<file path="src/rtl/wdog_pkg.sv">
package wdog_pkg;
  localparam int ADDR_W = 3;
  localparam int HALF_W = 16;

  localparam logic [ADDR_W-1:0] A_CTRL    = 3'd0;
  localparam logic [ADDR_W-1:0] A_WIN_HI  = 3'd1;
  localparam logic [ADDR_W-1:0] A_WIN_LO  = 3'd2;
  localparam logic [ADDR_W-1:0] A_TMO_HI  = 3'd3;
  localparam logic [ADDR_W-1:0] A_TMO_LO  = 3'd4;
  localparam logic [ADDR_W-1:0] A_REFRESH = 3'd5;

  typedef struct packed {
    logic irq_first;
    logic windowed;
    logic enable;
  } ctrl_t;

  typedef enum logic { KEY_IDLE, KEY_ARMED } key_state_t;

  typedef enum logic [1:0] { FLT_RUN, FLT_WAIT, FLT_HALT } fault_state_t;
endpackage

</file>
<file path="src/rtl/wdog_regs.sv">
module wdog_regs
  import wdog_pkg::*;
#(
  parameter int          CNT_W      = 32,
  parameter logic [2:0]  CTRL_INIT  = 3'b001,
  parameter logic [31:0] WIN_INIT   = 32'h0000_0010,
  parameter logic [31:0] TMO_INIT   = 32'h0004_C4B4,
  parameter logic [15:0] WORD_INIT  = 16'hB480
) (
  input  logic              clk,
  input  logic              rst,
  input  logic              wr_en,
  input  logic [ADDR_W-1:0] wr_addr,
  input  logic [HALF_W-1:0] wr_data,
  output ctrl_t             ctrl,
  output logic [CNT_W-1:0]  win_val,
  output logic [CNT_W-1:0]  tmo_val,
  output logic [HALF_W-1:0] refresh_word,
  output logic              key_wr,
  output logic [HALF_W-1:0] key_data
);
  localparam int HI_W = CNT_W - HALF_W;

  logic [HI_W-1:0]   win_hi, tmo_hi;
  logic [HALF_W-1:0] win_lo, tmo_lo;

  always_ff @(posedge clk) begin
    if (rst) begin
      ctrl         <= ctrl_t'(CTRL_INIT);
      win_hi       <= WIN_INIT[CNT_W-1:HALF_W];
      win_lo       <= WIN_INIT[HALF_W-1:0];
      tmo_hi       <= TMO_INIT[CNT_W-1:HALF_W];
      tmo_lo       <= TMO_INIT[HALF_W-1:0];
      refresh_word <= WORD_INIT;
    end else if (wr_en) begin
      case (wr_addr)
        A_CTRL:    ctrl         <= ctrl_t'(wr_data[2:0]);
        A_WIN_HI:  win_hi       <= wr_data[HI_W-1:0];
        A_WIN_LO:  win_lo       <= wr_data;
        A_TMO_HI:  tmo_hi       <= wr_data[HI_W-1:0];
        A_TMO_LO:  tmo_lo       <= wr_data;
        A_REFRESH: refresh_word <= wr_data;
        default: ;
      endcase
    end
  end

  assign win_val  = {win_hi, win_lo};
  assign tmo_val  = {tmo_hi, tmo_lo};
  assign key_wr   = wr_en && (wr_addr == A_REFRESH);
  assign key_data = wr_data;
endmodule

</file>
<file path="src/rtl/wdog_timer.sv">
module wdog_timer #(
  parameter int CNT_W = 32
) (
  input  logic             clk,
  input  logic             rst,
  input  logic             enable,
  input  logic             windowed,
  input  logic             tick,
  input  logic             clear,
  input  logic [CNT_W-1:0] win_val,
  input  logic [CNT_W-1:0] tmo_val,
  output logic             in_window,
  output logic             timeout
);
  logic [CNT_W-1:0] count;

  always_ff @(posedge clk) begin
    if (rst || clear)
      count <= '0;
    else if (enable && tick && (count != {CNT_W{1'b1}}))
      count <= count + 1'b1;
  end

  assign in_window = !windowed || (count >= win_val);
  assign timeout   = enable && (count >= tmo_val);
endmodule

</file>
<file path="src/rtl/wdog_key_check.sv">
module wdog_key_check
  import wdog_pkg::*;
#(
  parameter int          KEY_W    = 16,
  parameter logic [15:0] KEY_A    = 16'hA602,
  parameter logic [15:0] KEY_B    = 16'hB480,
  parameter int          DEADLINE = 20
) (
  input  logic             clk,
  input  logic             rst,
  input  logic             key_wr,
  input  logic [KEY_W-1:0] key_data,
  input  logic             in_window,
  output logic             ok,
  output logic             viol
);
  localparam int AGE_W = $clog2(DEADLINE + 1);
  localparam logic [AGE_W-1:0] AGE_LAST = AGE_W'(DEADLINE);

  key_state_t       state;
  logic [AGE_W-1:0] age;

  always_ff @(posedge clk) begin
    if (rst) begin
      state <= KEY_IDLE;
      age   <= '0;
      ok    <= 1'b0;
      viol  <= 1'b0;
    end else begin
      ok   <= 1'b0;
      viol <= 1'b0;
      case (state)
        KEY_IDLE: begin
          if (key_wr) begin
            if (key_data == KEY_A[KEY_W-1:0]) begin
              state <= KEY_ARMED;
              age   <= AGE_W'(1);
            end else begin
              viol <= 1'b1;
            end
          end
        end
        KEY_ARMED: begin
          if (key_wr) begin
            state <= KEY_IDLE;
            if ((key_data == KEY_B[KEY_W-1:0]) && in_window)
              ok <= 1'b1;
            else
              viol <= 1'b1;
          end else if (age == AGE_LAST) begin
            state <= KEY_IDLE;
            viol  <= 1'b1;
          end else begin
            age <= age + 1'b1;
          end
        end
        default: state <= KEY_IDLE;
      endcase
    end
  end
endmodule

</file>
<file path="src/rtl/wdog_fault_seq.sv">
module wdog_fault_seq
  import wdog_pkg::*;
#(
  parameter int IRQ_DELAY = 128
) (
  input  logic clk,
  input  logic rst,
  input  logic enable,
  input  logic irq_first,
  input  logic fault,
  output logic irq,
  output logic sys_rst
);
  localparam int DLY_W = (IRQ_DELAY > 1) ? $clog2(IRQ_DELAY) : 1;
  localparam logic [DLY_W-1:0] DLY_LAST = DLY_W'(IRQ_DELAY - 1);

  fault_state_t     state;
  logic [DLY_W-1:0] dly;

  always_ff @(posedge clk) begin
    if (rst) begin
      state   <= FLT_RUN;
      dly     <= '0;
      irq     <= 1'b0;
      sys_rst <= 1'b0;
    end else begin
      case (state)
        FLT_RUN: begin
          if (enable && fault) begin
            if (irq_first) begin
              irq   <= 1'b1;
              dly   <= '0;
              state <= FLT_WAIT;
            end else begin
              sys_rst <= 1'b1;
              state   <= FLT_HALT;
            end
          end
        end
        FLT_WAIT: begin
          if (dly == DLY_LAST) begin
            sys_rst <= 1'b1;
            state   <= FLT_HALT;
          end else begin
            dly <= dly + 1'b1;
          end
        end
        FLT_HALT: ;
        default: state <= FLT_HALT;
      endcase
    end
  end
endmodule

</file>
<file path="src/rtl/windowed_watchdog.sv">
module windowed_watchdog
  import wdog_pkg::*;
#(
  parameter int          CNT_W     = 32,
  parameter logic [2:0]  CTRL_INIT = 3'b001,
  parameter logic [31:0] WIN_INIT  = 32'h0000_0010,
  parameter logic [31:0] TMO_INIT  = 32'h0004_C4B4,
  parameter logic [15:0] KEY_A     = 16'hA602,
  parameter logic [15:0] KEY_B     = 16'hB480,
  parameter int          DEADLINE  = 20,
  parameter int          IRQ_DELAY = 128
) (
  input  logic        clk,
  input  logic        rst,
  input  logic        wr_en,
  input  logic [2:0]  wr_addr,
  input  logic [15:0] wr_data,
  input  logic        tick,
  output logic        irq,
  output logic        sys_rst,
  output logic [15:0] refresh_word
);
  ctrl_t             ctrl;
  logic [CNT_W-1:0]  win_val, tmo_val;
  logic              key_wr;
  logic [HALF_W-1:0] key_data;
  logic              in_window, timeout, ok, viol;
  logic              irq_mode;

  wdog_regs #(
    .CNT_W(CNT_W), .CTRL_INIT(CTRL_INIT), .WIN_INIT(WIN_INIT),
    .TMO_INIT(TMO_INIT), .WORD_INIT(KEY_B)
  ) u_regs (
    .clk(clk), .rst(rst), .wr_en(wr_en), .wr_addr(wr_addr), .wr_data(wr_data),
    .ctrl(ctrl), .win_val(win_val), .tmo_val(tmo_val),
    .refresh_word(refresh_word), .key_wr(key_wr), .key_data(key_data)
  );

  wdog_timer #(.CNT_W(CNT_W)) u_timer (
    .clk(clk), .rst(rst), .enable(ctrl.enable), .windowed(ctrl.windowed),
    .tick(tick), .clear(ok), .win_val(win_val), .tmo_val(tmo_val),
    .in_window(in_window), .timeout(timeout)
  );

  wdog_key_check #(
    .KEY_W(HALF_W), .KEY_A(KEY_A), .KEY_B(KEY_B), .DEADLINE(DEADLINE)
  ) u_keys (
    .clk(clk), .rst(rst), .key_wr(key_wr), .key_data(key_data),
    .in_window(in_window), .ok(ok), .viol(viol)
  );

  wdog_fault_seq #(.IRQ_DELAY(IRQ_DELAY)) u_fault (
    .clk(clk), .rst(rst), .enable(ctrl.enable), .irq_first(ctrl.irq_first),
    .fault(viol || timeout), .irq(irq), .sys_rst(sys_rst)
  );

  assign irq_mode = ctrl.irq_first;
endmodule

</file>
<file path="config.mk">
export PLATFORM = sky130hd
export DESIGN_NAME = windowed_watchdog
export DESIGN_NICKNAME = d
export VERILOG_FILES = /design/src/rtl/wdog_pkg.sv /design/src/rtl/wdog_regs.sv /design/src/rtl/wdog_timer.sv /design/src/rtl/wdog_key_check.sv /design/src/rtl/wdog_fault_seq.sv /design/src/rtl/windowed_watchdog.sv
export SDC_FILE = /design/constraint.sdc
export NUM_CORES = 1
export LEC_CHECK = 0
export BUFFER_PORTS_ARGS = -buffer_cell sky130_fd_sc_hd__clkbuf_2
export CAP_MARGIN = 20
export CORE_ASPECT_RATIO = 1.5
export CORE_UTILIZATION = 62
export DETAILED_ROUTE_END_ITERATION = 12
export PLACE_DENSITY = 0.82
export SETUP_SLACK_MARGIN = 0.2
export SYNTH_ARGS = -nofsm -noshare
export SYNTH_HDL_FRONTEND = slang
export SYNTH_HIERARCHICAL = 1
export SYNTH_SLANG_ARGS = --single-unit
</file>
<file path="constraint.sdc">
create_clock -name clk -period 3.3 [get_ports clk]
set_input_delay 0.66 -clock clk [delete_from_list [all_inputs] [get_ports clk]]
set_output_delay 0.66 -clock clk [all_outputs]
set_load 0.02 [all_outputs]
</file>
* Word level (Yosys, flattened, before mapping) *
Index checks and enable logic that the tools add are counted.

word-level totals
  bits in registers = 134
  input bits = 23
  output and inout port bits = 18

operators by class
  $add $sub $neg = 3
  order comparisons = 2
  equality and inequality tests = 21
  muxes and demuxes = 29
  bitwise gates (word level) = 3
  reductions and logical operators = 25

operator list
  cell                                                                      count
  32-bit >= comparator                                                      2
  32-bit by 1-bit adder with 32-bit output (second input constant)          1
  16-bit == test (second input constant)                                    2
  32-bit inequality test (second input constant)                            1
  7-bit 2-to-1 mux                                                          3
  5-bit 2-to-1 mux                                                          4
  7-bit one-hot mux with 2 select lines                                     1
  1-bit 2-to-1 mux                                                          13
  2-bit inequality test (second input constant)                             6
  2-bit AND reduction                                                       6
  4-bit AND reduction                                                       3
  5-bit one-hot mux with 2 select lines                                     1
  7-bit by 1-bit adder with 7-bit output (second input constant)            1
  7-bit == test (second input constant)                                     1
  3-bit by 2-bit == test with 1-bit output (second input constant)          2
  3-bit == test (second input constant)                                     2
  1-bit logical AND                                                         6
  2-bit 2-to-1 mux                                                          3
  2-bit by 1-bit inequality test with 1-bit output (second input constant)  3
  1-bit one-hot mux with 2 select lines                                     3
  2-bit one-hot mux with 3 select lines                                     1
  3-bit AND reduction                                                       2
  5-bit by 1-bit adder with 5-bit output (second input constant)            1
  5-bit == test (second input constant)                                     1
  other kinds (10)                                                          14

* Logic depth before layout (Yosys ltp) *
  word-level depth = 6
  depth in mapped cells = 12
  depth with buffers taken out = 12

* Hierarchy *
The synthesis kept the hierarchy.

modules (own cells, without submodules)
  module             instances  cells an instance  area an instance (um2)
  wdog_regs          1          321                3,419.5
  wdog_timer         1          417                3,170.5
  wdog_key_check     1          62                 546.8
  wdog_fault_seq     1          52                 484.2
  windowed_watchdog  1          1                  6.3

* Worst setup path after synthesis *
No wires, ideal clock.

  path kind = register to register
  start = register u_timer.count[0]
  end = register u_fault.dly[3]
  data arrival time = 2.464 ns
  data required time = 3.241 ns
  slack = 0.778 ns
  stages on the path, launching flop included = 13
  buffers on the path = 0
  period minus slack after synthesis = 2.522 ns
  path through = dfxtp_1 -> inv_1 -> ha_1 -> nand2b_1 -> a2111oi_0 -> o21ai_0 -> a211oi_1 -> o31ai_1 -> or2_1 -> nand3b_1 -> nor3b_2 -> nor3_1 -> a22o_1

between the ends
  word-level cells in the longest chain between the ends = 6

ends and longest elaborated chain
  element                                                     RTL line                 text
  start: declaration                                          wdog_timer.sv:15         logic [CNT_W-1:0] count;
  start signal: assignment                                    wdog_timer.sv:21         count <= count + 1'b1;
  32-bit >= comparator                                        wdog_timer.sv:25         assign timeout = enable && (count >= tmo_val);
  1-bit logical AND                                           wdog_timer.sv:25
  named net timeout                                           windowed_watchdog.sv:27  logic in_window, timeout, ok, viol;
  1-bit logical OR                                            windowed_watchdog.sv:54  .fault(viol || timeout), .irq(irq), .sys_rst(sys_rst)
  1-bit logical AND                                           wdog_fault_seq.sv:29     if (enable && fault) begin
  2-bit by 1-bit inequality test with 1-bit output (no line)  n/a
  4-bit AND reduction (no line)                               n/a
  end signal: assignment                                      wdog_fault_seq.sv:45     dly <= dly + 1'b1;
  end: declaration                                            wdog_fault_seq.sv:18     logic [DLY_W-1:0] dly;

The timed path passes the listed nets, and every way through them passes these cells.
A chain may end at the register's enable or synchronous reset.

* Worst setup path in the final report *
Ends and elaborated chain as after synthesis.

==> results.md <==
- Outcome: completed
- I/O pin cnt: 41
- Post-synth EDFFs: 0
- Worst setup endpoint: u_fault/dly[3]
- HP Class: reg -> reg
- Worst-case reg-to-reg path depth: 12
- GPL Wtd Cong: 0.927
- DP Worst Slack: 0.235 ns
- Cell family with most CP delay: compound AO/OA/AOI/OAI gates
- Die Wd: a little over 90 um
- Final min period: 2.83 ns
- Site Rows: 49
- Detail Route Antenna Nets: 0
- Synth Area in Simple Gates: 23.3%
- Syn Area/Cell: 8.94 sq um
- Design area: 8410 sq um
- Initial DRC count: 505
- Vias post-DR: 6283
- WL/cell: 18.2 um
- CP max stage cell: dfxtp_1
- Max-Cap Viols: 0
- Post-CTS Setup Bufs: 0
- CP endpoint kind: flop
- Mapped Cells: 853
- Number of global-route vias before repair: around 6100
- First-pass GRT wire length: 29400 um
- Largest family of logic cells by synthesized area: simple AND/OR/NAND/NOR gates
- Synth area leaders: dfxtp_1 35%, ha_1 11%, mux2i_1 11%
- Ys Warns: 6
- Peak supply drop: between 300 and 400 uV
- Min Hold Slack: ~0.48 ns
- Syn Nets: 945
- Synth Area in Compound Gates: approximately 11%
- Crit Path Max Fanout: 6
- Post-synthesis cell type count: 75
- Arrival time worst endpoint: 3.18 ns
- Post-Synth XOR/XNOR Area: 0.459%
- CTS sink cnt: around 130
- Post-Synth Adder-Cell Area: 11.3%
- CP peak stage delay: 0.41 ns
- Crit path launch type: flop
- # H-tree levels: 4
- DIE AREA: 12800 sq um
- Setup violators final: 0
- Pre-Repair DR Iteration Count: 6
- Met2 Use GR: 53.7%
- Static Leak: roughly 3.6 nW
- PwrDens: 451 nW/um^2
- Grt total ovfl: 0
- Drt drc: 0
- GRT met3 Usage: 4.25%
- Cell Area, Placed: 7790 sq um
- Reg-to-Reg Start: u_timer/count[0]
- CTS max path bufs: 2
- Setup Skew: 0.00812 ns
- Worst-margin pin slew: 0.898 ns
- Crit path kind: reg -> reg
- Most common cell after layout, fill and taps aside: dfxtp_1
- RSZ-0062 raised after global routing: false
- Clock latency on the worst-skew pair: a little over 0.4 ns
- Share of the synthesized area in the top cell type: roughly a third
- Mux cell area share after synthesis: 11.0%
- Total power: 3.79 mW
- Yosys top cell by area: dfxtp_1
- Share of layout cells above drive strength 1: 11.7%
- Die Height: 138 um
- Port Buf Inserts: 40
- Root buffer cell: clkbuf_16
- Gr usage total: 29.9%
- Antenna violations before repair: 0
- Pin count of the biggest net entering global routing: 121
- Via density: 6.06
- Clock slew seen by the registers of the worst setup and hold paths: around 0.06 ns
- Critical path depth: 12
- Area growth syn-to-layout: 10.2%
- Worst Setup SP: u_timer/count[0]
- Sequential-to-total area share from yosys stat: 35.2%
- Core outline area: 12000 sq um
- Req. time, crit path: 3.65 ns
- Top FF cell, synth: dfxtp_1
- Fin. Hold Viols: 0
- WL final: 18800 um
- GR peak layer: met2
- Ant diodes: 0
- Initial core utilization: 63.5%
- Max Slew Vio Count: 0
- Asr flop ratio synth: 0%
- #FFs+latches synth: 134
- Peak Freq: ~350 MHz
- CTS tree: done
- CTS buffer count: 17
- WHS Path Cells: 2
- Worst rel slew slack: 39.9%
- Buf/Inv on CP: 1
- Mapped cell area: 7630 sq um
- Post-route setup slack: 0.471 ns
- Fin Setup TNS: 0 ns
- Post-DP HPWL: roughly 13000 um
- CP Cell Sequence: inv_1, ha_1, nand2b_1, a2111oi_0, o21ai_0, a211oi_2, o31ai_1, or2_1, nand3b_1, nor3b_2, nor3_2, a22o_1
- # nets final: 962
- Flop2flop setup slack: 0.47 ns
- M1 GR Usage: 34.2%
- Tcrit/Tclk final: 85.7%
- R2r endpoint: u_fault/dly[3]
- Commonest non-fill, non-tap cells in the layout: 134 x dfxtp_1, 86 x nand2b_1, 84 x mux2i_1
[stage by stage]
step,cells,util [%]
global placement,1003,64.8
global route,1036,70.0
finish,1036,70.0
floorplan,853,-
detailed placement,1003,64.8
CTS,1035,69.8
[per-layer routing]
metal	vias up	wire length, um
met5	-	0
met4	0	653
met3	53	854
met2	214	9600
met1	2963	7730
li1	3053	-
[tightest hold or removal path, delay by kind of cell, from the launching register on]
family        cells  cell delay (ns)
simple gates      1             0.06
flops             1             0.31
mux               1             0.06
[how the worst min path moves through the flow]
stage	from	end
CTS	u_regs/refresh_word[0]	u_regs/refresh_word[0]
finish	u_regs/refresh_word[0]	u_regs/refresh_word[0]
detailed placement	u_regs/refresh_word[0]	u_regs/refresh_word[0]
floorplan	u_regs/win_hi[0]	u_regs/win_hi[0]
global route	u_regs/refresh_word[3]	u_regs/refresh_word[3]
global placement	u_regs/refresh_word[0]	u_regs/refresh_word[0]
[kinds of logic after synthesis]
family                     Yosys count
and+or+nand+nor                    299
AOI/OAI and AO/OA                  135
DFF                                134
buffers and inverters              128
muxes                               84
adders and majority gates           69
xor gates and xnor gates             4
[state kept, by name, summed over array words and instances, names as in the netlist, 2 cells and up]
register / cells
u_regs/tmo_hi: 16
u_keys/age: 5
u_regs/ctrl: 3
u_regs/tmo_lo: 16
u_regs/win_hi: 16
u_fault/dly: 7
u_regs/refresh_word: 16
u_fault/state: 2
u_regs/win_lo: 16
u_timer/count: 32
[final cells by class]
| type | instances | area, sq um |
|---|---|---|
| clock inverter | 12 | 143 |
| sequential | 134 | 2680 |
| fill | 930 | 3610 |
| inverter | 78 | 293 |
| tap | 153 | 191 |
| clock buffer | 20 | 447 |
| timing repair buffer | 48 | 280 |
| multi-input combinational | 591 | 4370 |
[power breakdown]
part           switching [mW]  leakage (nW)  internal [mW]
Clock                   0.747         0.286           1.15
Sequential             0.0199          1.08           1.65
Combinational           0.140          2.27         0.0919
Total                   0.907          3.64           2.88
[what timing repair did]
action / CTS / global route
setup endpoints to repair: 0 / 4
resized for setup: 0 / 2
hold buffers: 0 / 0
[synthesized netlist by cell type, drive strengths merged, types with 9 or more instances]
master  number
a21oi       50
buf         33
clkbuf      17
dfxtp      134
ha          69
inv         78
mux2i       84
nand2       36
nand2b      86
nand3       24
nand4       18
nor2        45
nor3        10
nor4         9
o21ai       33
or3         22
(Power assumes the default switching activity.)
